File: config.mk
export PLATFORM = sky130hd
export DESIGN_NAME = dma_dstfc_channel
export DESIGN_NICKNAME = d
export VERILOG_FILES = /design/src/rtl/dmafc_pkg.sv /design/src/rtl/dmafc_fifo.sv /design/src/rtl/dmafc_src_engine.sv /design/src/rtl/dmafc_dst_engine.sv /design/src/rtl/dma_dstfc_channel.sv
export SDC_FILE = /design/constraint.sdc
export NUM_CORES = 1
export LEC_CHECK = 0
export CELL_PAD_IN_SITES_DETAIL_PLACEMENT = 0
export CELL_PAD_IN_SITES_GLOBAL_PLACEMENT = 1
export CORE_MARGIN = 2
export CORE_UTILIZATION = 54
export DETAILED_ROUTE_END_ITERATION = 16
export PLACE_DENSITY = 0.92
export SYNTH_ARGS = -nofsm -noshare
export SYNTH_HDL_FRONTEND = slang
export SYNTH_SLANG_ARGS = --single-unit
File: constraint.sdc
create_clock -name clk -period 9.8 [get_ports clk]
set_input_delay 2.94 -clock clk [delete_from_list [all_inputs] [get_ports clk]]
set_output_delay 2.94 -clock clk [all_outputs]
set_load 0.03 [all_outputs]
File: src/rtl/dmafc_pkg.sv
// Package: shared state encodings for the destination-paced DMA channel.
// Assumes: nothing beyond 2-state enum encodings.
package dmafc_pkg;
    typedef enum logic [1:0] {PH_IDLE, PH_RUN, PH_DONE} phase_t;
    typedef enum logic [1:0] {SE_IDLE, SE_MOVE, SE_ACK}  src_st_t;
    typedef enum logic [1:0] {DE_IDLE, DE_MOVE, DE_ACK}  dst_st_t;
endpackage

File: src/rtl/dmafc_fifo.sv
// Module: dmafc_fifo. Synchronous FIFO with level output and a flush that empties it.
// Assumes: the caller never pushes when full or pops when empty; push and pop may coincide.
module dmafc_fifo #(
    parameter int W     = 32,
    parameter int DEPTH = 8,
    parameter int LVL_W = $clog2(DEPTH + 1)
) (
    input  logic             clk,
    input  logic             rst_n,
    input  logic             flush,
    input  logic             push,
    input  logic [W-1:0]     wdata,
    input  logic             pop,
    output logic [W-1:0]     rdata,
    output logic [LVL_W-1:0] level,
    output logic             full,
    output logic             empty
);
    localparam int PTR_W = (DEPTH > 1) ? $clog2(DEPTH) : 1;

    logic [W-1:0]     mem [DEPTH];
    logic [PTR_W-1:0] wr_ptr, rd_ptr;

    function automatic logic [PTR_W-1:0] bump(input logic [PTR_W-1:0] p);
        return (p == PTR_W'(DEPTH - 1)) ? '0 : p + 1'b1;
    endfunction

    // Storage write; contents need no reset.
    always_ff @(posedge clk) begin
        if (push) mem[wr_ptr] <= wdata;
    end

    // Pointer and level upkeep with synchronous reset and flush.
    always_ff @(posedge clk) begin
        if (!rst_n || flush) begin
            wr_ptr <= '0;
            rd_ptr <= '0;
            level  <= '0;
        end else begin
            if (push) wr_ptr <= bump(wr_ptr);
            if (pop)  rd_ptr <= bump(rd_ptr);
            case ({push, pop})
                2'b10:   level <= level + 1'b1;
                2'b01:   level <= level - 1'b1;
                default: level <= level;
            endcase
        end
    end

    // Status and head-of-queue output.
    always_comb begin
        rdata = mem[rd_ptr];
        full  = (level == LVL_W'(DEPTH));
        empty = (level == '0);
    end
endmodule

File: src/rtl/dmafc_src_engine.sv
// Module: dmafc_src_engine. Serves source handshake requests, one word per cycle into the FIFO.
// Assumes: need_pos/need_one/single_region come from the channel's need arithmetic; when
// 'limited' is high a transaction is cut short as soon as the outstanding need is met.
module dmafc_src_engine
    import dmafc_pkg::*;
#(
    parameter int SRC_BURST = 8
) (
    input  logic clk,
    input  logic rst_n,
    input  logic clear,
    input  logic run,
    input  logic limited,
    input  logic need_pos,
    input  logic need_one,
    input  logic single_region,
    input  logic full,
    input  logic breq,
    input  logic sreq,
    output logic rd,
    output logic ack
);
    localparam int CNT_W = $clog2(SRC_BURST + 1);

    src_st_t          st;
    logic [CNT_W-1:0] remain;
    logic             may_fetch;

    // Fetch permission and handshake outputs.
    always_comb begin
        may_fetch = run && (!limited || need_pos);
        rd        = (st == SE_MOVE) && may_fetch && !full;
        ack       = (st == SE_ACK);
    end

    // Transaction sequencing: pick length, move words, acknowledge.
    always_ff @(posedge clk) begin
        if (!rst_n || clear) begin
            st     <= SE_IDLE;
            remain <= '0;
        end else begin
            case (st)
                SE_IDLE: if (may_fetch) begin
                    if (breq && !single_region) begin
                        remain <= CNT_W'(SRC_BURST);
                        st     <= SE_MOVE;
                    end else if (sreq) begin
                        remain <= CNT_W'(1);
                        st     <= SE_MOVE;
                    end
                end
                SE_MOVE: begin
                    if (rd) begin
                        remain <= remain - 1'b1;
                        if (remain == CNT_W'(1) || (limited && need_one)) st <= SE_ACK;
                    end else if (run && limited && !need_pos) begin
                        st <= SE_ACK;
                    end
                end
                default: st <= SE_IDLE;
            endcase
        end
    end
endmodule

File: src/rtl/dmafc_dst_engine.sv
// Module: dmafc_dst_engine. Serves destination handshake requests out of the FIFO and
// tracks the words owed to the current destination transaction and whether the last one is known.
// Assumes: burst has priority over single; no new transaction is accepted after the last one.
module dmafc_dst_engine
    import dmafc_pkg::*;
#(
    parameter int DST_BURST = 4,
    parameter int OWE_W     = $clog2(DST_BURST + 1)
) (
    input  logic             clk,
    input  logic             rst_n,
    input  logic             clear,
    input  logic             run,
    input  logic             breq,
    input  logic             sreq,
    input  logic             last,
    input  logic             empty,
    output logic             pop,
    output logic             ack,
    output logic [OWE_W-1:0] owed,
    output logic             last_known,
    output logic             last_done
);
    dst_st_t st;
    logic    cur_last;

    // Delivery strobe and handshake outputs.
    always_comb begin
        pop       = (st == DE_MOVE) && !empty;
        ack       = (st == DE_ACK);
        last_done = ack && cur_last;
    end

    // Transaction capture, delivery count-down and acknowledge.
    always_ff @(posedge clk) begin
        if (!rst_n || clear) begin
            st         <= DE_IDLE;
            owed       <= '0;
            cur_last   <= 1'b0;
            last_known <= 1'b0;
        end else begin
            case (st)
                DE_IDLE: if (run && !last_known && (breq || sreq)) begin
                    owed       <= breq ? OWE_W'(DST_BURST) : OWE_W'(1);
                    cur_last   <= last;
                    last_known <= last;
                    st         <= DE_MOVE;
                end
                DE_MOVE: if (pop) begin
                    owed <= owed - 1'b1;
                    if (owed == OWE_W'(1)) st <= DE_ACK;
                end
                default: st <= DE_IDLE;
            endcase
        end
    end
endmodule

File: src/rtl/dma_dstfc_channel.sv
// Module: dma_dstfc_channel. One DMA channel whose block length is set by the destination.
// Prefetch mode keeps the FIFO full and drops surplus at block end; demand mode fetches only
// what a pending destination transaction lacks. Assumes DST_BURST <= FIFO_DEPTH.
module dma_dstfc_channel
    import dmafc_pkg::*;
#(
    parameter int DATA_W     = 32,
    parameter int FIFO_DEPTH = 8,
    parameter int SRC_BURST  = 8,
    parameter int DST_BURST  = 4,
    parameter int CNT_W      = 16
) (
    input  logic                            clk,
    input  logic                            rst_n,
    input  logic                            enable,
    input  logic                            prefetch_off,
    input  logic                            src_breq,
    input  logic                            src_sreq,
    input  logic [DATA_W-1:0]               src_data,
    output logic                            src_rd,
    output logic                            src_ack,
    input  logic                            dst_breq,
    input  logic                            dst_sreq,
    input  logic                            dst_last,
    output logic [DATA_W-1:0]               dst_data,
    output logic                            dst_wr,
    output logic                            dst_ack,
    output logic                            blk_done,
    output logic [$clog2(FIFO_DEPTH+1)-1:0] fifo_level,
    output logic [CNT_W-1:0]                drop_count
);
    localparam int LVL_W  = $clog2(FIFO_DEPTH + 1);
    localparam int OWE_W  = $clog2(DST_BURST + 1);
    localparam int NEED_W = LVL_W + 2;

    phase_t                    phase;
    logic                      run, flush, full, empty;
    logic                      last_known, last_done, limited;
    logic [OWE_W-1:0]          owed;
    logic signed [NEED_W-1:0]  need;
    logic                      need_pos, need_one, single_region;

    // Block phase: idle -> running -> one done cycle -> idle.
    always_ff @(posedge clk) begin
        if (!rst_n) begin
            phase <= PH_IDLE;
        end else begin
            case (phase)
                PH_IDLE: if (enable)    phase <= PH_RUN;
                PH_RUN:  if (last_done) phase <= PH_DONE;
                default:                phase <= PH_IDLE;
            endcase
        end
    end

    // Dropped-word tally, taken as the FIFO is flushed.
    always_ff @(posedge clk) begin
        if (!rst_n)                 drop_count <= '0;
        else if (phase == PH_DONE)  drop_count <= drop_count + CNT_W'(fifo_level);
    end

    // Outstanding-need arithmetic steering the source side.
    always_comb begin
        run           = (phase == PH_RUN);
        flush         = (phase == PH_DONE);
        blk_done      = flush;
        limited       = prefetch_off || last_known;
        need          = $signed(NEED_W'(owed)) - $signed(NEED_W'(fifo_level));
        need_pos      = (need > 0);
        need_one      = (need == 1);
        single_region = limited && (need < $signed(NEED_W'(SRC_BURST)));
    end

    dmafc_fifo #(.W(DATA_W), .DEPTH(FIFO_DEPTH), .LVL_W(LVL_W)) u_fifo (
        .clk   (clk),
        .rst_n (rst_n),
        .flush (flush),
        .push  (src_rd),
        .wdata (src_data),
        .pop   (dst_wr),
        .rdata (dst_data),
        .level (fifo_level),
        .full  (full),
        .empty (empty)
    );

    dmafc_src_engine #(.SRC_BURST(SRC_BURST)) u_src (
        .clk           (clk),
        .rst_n         (rst_n),
        .clear         (flush),
        .run           (run),
        .limited       (limited),
        .need_pos      (need_pos),
        .need_one      (need_one),
        .single_region (single_region),
        .full          (full),
        .breq          (src_breq),
        .sreq          (src_sreq),
        .rd            (src_rd),
        .ack           (src_ack)
    );

    dmafc_dst_engine #(.DST_BURST(DST_BURST), .OWE_W(OWE_W)) u_dst (
        .clk        (clk),
        .rst_n      (rst_n),
        .clear      (flush),
        .run        (run),
        .breq       (dst_breq),
        .sreq       (dst_sreq),
        .last       (dst_last),
        .empty      (empty),
        .pop        (dst_wr),
        .ack        (dst_ack),
        .owed       (owed),
        .last_known (last_known),
        .last_done  (last_done)
    );
endmodule

==> flow_metrics.env <==
export IMPL_ys_seq_area_share_pct=70.9
export IMPL_path_delay_family="buffers and inverters"
export IMPL_die_y_um=153
export IMPL_hold_class="reg2reg"
export IMPL_cts_max_level=1
export IMPL_crit_path_max_fanout=8
export IMPL_routabilityCongestion=0.765
export IMPL_power_frac_seq_pct=54.9
export IMPL_irDropWorstVdd_mv=0.109
export IMPL_cp_end_kind="output pin"
export IMPL_post_route_drc_count=0
export IMPL_combinationalPowerShare_pct=4.3
export IMPL_cts_buffers_inserted=29
export IMPL_intPower_w=0.00203
export IMPL_skew_ps=9.97
export IMPL_syn_area_um2=12100
export IMPL_grt_pass1_wl_mm=37.7
export IMPL_max_cap_viol_count=0
export IMPL_synthMostInstantiatedCell="edfxtp_1"
export IMPL_slew_violations=0
export IMPL_worstPathRequired_ps=6860
export IMPL_clkPwrFrac_pct=40.8
export IMPL_die_area_um2=23500
export IMPL_max_freq_mhz=121
export IMPL_syn_avg_cell_area_um2=18.1
export IMPL_rsz0062_at_grt="no"
export IMPL_fin_cells=1075
export IMPL_crit_type="in2out"
export IMPL_synth_common_cells="256 x edfxtp_1, 64 x mux4_2, 43 x dfxtp_1, 32 x mux2_2, 32 x nor2_1"
export IMPL_cts_sinks=299
export IMPL_syn2layout_area_growth_pct=18.4
export IMPL_synthCells=664
export IMPL_sw_frac_of_total_pct=20.0
export IMPL_min_period_ps=8290
export IMPL_drt_initial_drc_count=514
export IMPL_clk_latency_ps=540
export IMPL_place_inst=1025
export IMPL_synth_cell_types=61
export IMPL_grt_pass1_vias=6898
export IMPL_yosys_warnings=0
export IMPL_cts_hold_repair_buffers=0
export IMPL_tritoncts="built"
export IMPL_fin_setup_tns_ps=0
export IMPL_post_cts_buffers=0
export IMPL_p_switching_w=0.000508
export IMPL_antenna_left=0
export IMPL_cp_arrival_ps=5350
export IMPL_ys_ff_latch=299
export IMPL_ys_flop_type="edfxtp_1"
export IMPL_antenna_found_initial=0
export IMPL_async_reset_ff_share_pct=0
export IMPL_setup_viol=0
export IMPL_grt_max_degree=65
export IMPL_final_period_utilization_pct=84.5
export IMPL_nets=837
export IMPL_grtUsageMet1_pct=26.6
export IMPL_post_cts_resized=0
export IMPL_tightest_slew_ps=1020
export IMPL_critPathLaunchType="input pin"
export IMPL_synth_top_cell_area_share_pct=63.8
export IMPL_path_common_cell="clkdlybuf4s50_1"
export IMPL_power_density_nw_per_um2=178
export IMPL_num_vias=6427
export IMPL_grt_use_met2_pct=37.2
export IMPL_wl_mm=24.2
export IMPL_io_pins=98
export IMPL_rows=54
export IMPL_start_util_pct=55.1
export IMPL_status="complete, no violations"
export IMPL_synth_area_leaders="edfxtp_1 64%, mux4_2 12%, dfxtp_1 7.1%"
export IMPL_grtUsageMet3_pct=3.40
export IMPL_core_area_um2=21900
export IMPL_grt_overflow=0
export IMPL_syn_nets=725
export IMPL_slew_limit_headroom_pct=31.9
export IMPL_crit_path_top_delay_cell="clkdlybuf4s50_1"
export IMPL_avgViaCountPerCell=5.98
export IMPL_track_usage_pct=20.7
export IMPL_top_usage_layer="met2"
export IMPL_crit_chain="clkdlybuf4s50_1 -> nor2_1 -> nor3_2 -> a311oi_4 -> nand2_1 -> inv_1 -> clkdlybuf4s50_1"
export IMPL_yosys_area_top_type="edfxtp_1"
export IMPL_clk_pin_slew_ps=60
export IMPL_hpwl_mm=13.9
export IMPL_numPortBuffers=97
export IMPL_synth_edf_count=256
export IMPL_cellLeakagePower_nw=4.46
export IMPL_clock_root_buffer="clkbuf_16"
export IMPL_cts_buffer_depth=3
export IMPL_drive_gt1_share_pct=20.9
export IMPL_die_x_um=153
export IMPL_drtPass1Iterations=5
export IMPL_post_drt_wl_per_cell_um=22.5
export IMPL_hold_violations=0
export IMPL_cp_slowest_stage_delay_ps=680
export IMPL_path_buf_inv=3
-- sequential cells by signal, indices dropped and copies added, names as in the netlist, named ones only --
name              count
drop_count           16
phase                 2
u_dst.last_known      1
u_dst.owed            3
u_dst.st              2
u_fifo.level          4
u_fifo.mem          256
u_fifo.rd_ptr         3
u_fifo.wr_ptr         3
u_src.remain          4
u_src.st              2
-- worst paths after layout --
path	depth (start not counted)	start	slack [ps]	end
worst max-delay path	7	prefetch_off	1510	src_rd
worst min-delay path	1	phase[1]	460	phase[0]
worst max register to register	13	u_fifo.level[1]	5880	u_fifo.level[2]
worst min register to register	1	phase[1]	460	phase[0]
-- placed cells by master (no fill, tap or decap), drive strengths merged, types with 3 or more instances in the layout --
| cell type | instances |
|---|---|
| clkbuf | 37 |
| inv | 20 |
| a21oi | 29 |
| or4 | 3 |
| mux4 | 64 |
| dfxtp | 43 |
| clkinv | 7 |
| mux2i | 7 |
| nor3 | 12 |
| mux2 | 32 |
| xor2 | 5 |
| nand2 | 19 |
| nor4 | 5 |
| clkdlybuf4s50 | 97 |
| xnor2 | 6 |
| or3 | 8 |
| edfxtp | 256 |
| nand3 | 5 |
| buf | 10 |
| o21a | 3 |
| nand2b | 11 |
| nor2b | 5 |
| o21ai | 15 |
| nor2 | 33 |
| ha | 18 |
| a211oi | 5 |
-- layer usage --
metal	vias to the layer above	share of wire, %
met1	3300	39
met2	210	53
met5	-	0
li1	2881	-
met4	0	1.8
met3	36	6.7
-- cells by family after synthesis --
logic type	after synthesis	synth area share (%)
flip-flops	299	70.9
AO/OA/AOI/OAI	74	4.12
XOR/XNOR	11	0.799
multiplexers	103	15.5
adder cells (fa/ha/maj)	20	2.20
buffers and inverters	45	1.57
AND/OR/NAND/NOR	112	4.85
-- power groups by stage --
stage	sequential [W]	combinational, W	clock [W]
final	0.00139	0.000110	0.00103
after global placement	0.00142	0.000104	0
after detailed placement	0.00142	0.000109	0
after CTS	0.00139	0.000110	0.00105
after floorplan	0.00142	0.0000600	0
after global routing	0.00139	0.000119	0.00110
-- per-stage QoR --
stage               setup WS [ps]  cell area [µm²]  total power (W)  utilization (%)  hold slack, ps
CTS                          1530            14300          0.00256             65.2             458
global route                 1380            14300          0.00262             65.2             478
detailed placement           1530            13400          0.00153             61.2             450
finish                       1510            14300          0.00254             65.2             456
global placement             1600            13400          0.00152             61.2             432
floorplan                    2380            12100          0.00148                -             414
-- layout make-up --
cell class,count,area (µm²)
sequential,299,8550
timing repair buffer,107,1050
clock buffer,37,756
multi-input combinational,320,3360
clock inverter,12,123
antenna,1,2.50
tap,280,350
fill,1498,7620
inverter,19,76.3
(Power assumes the default switching activity.)
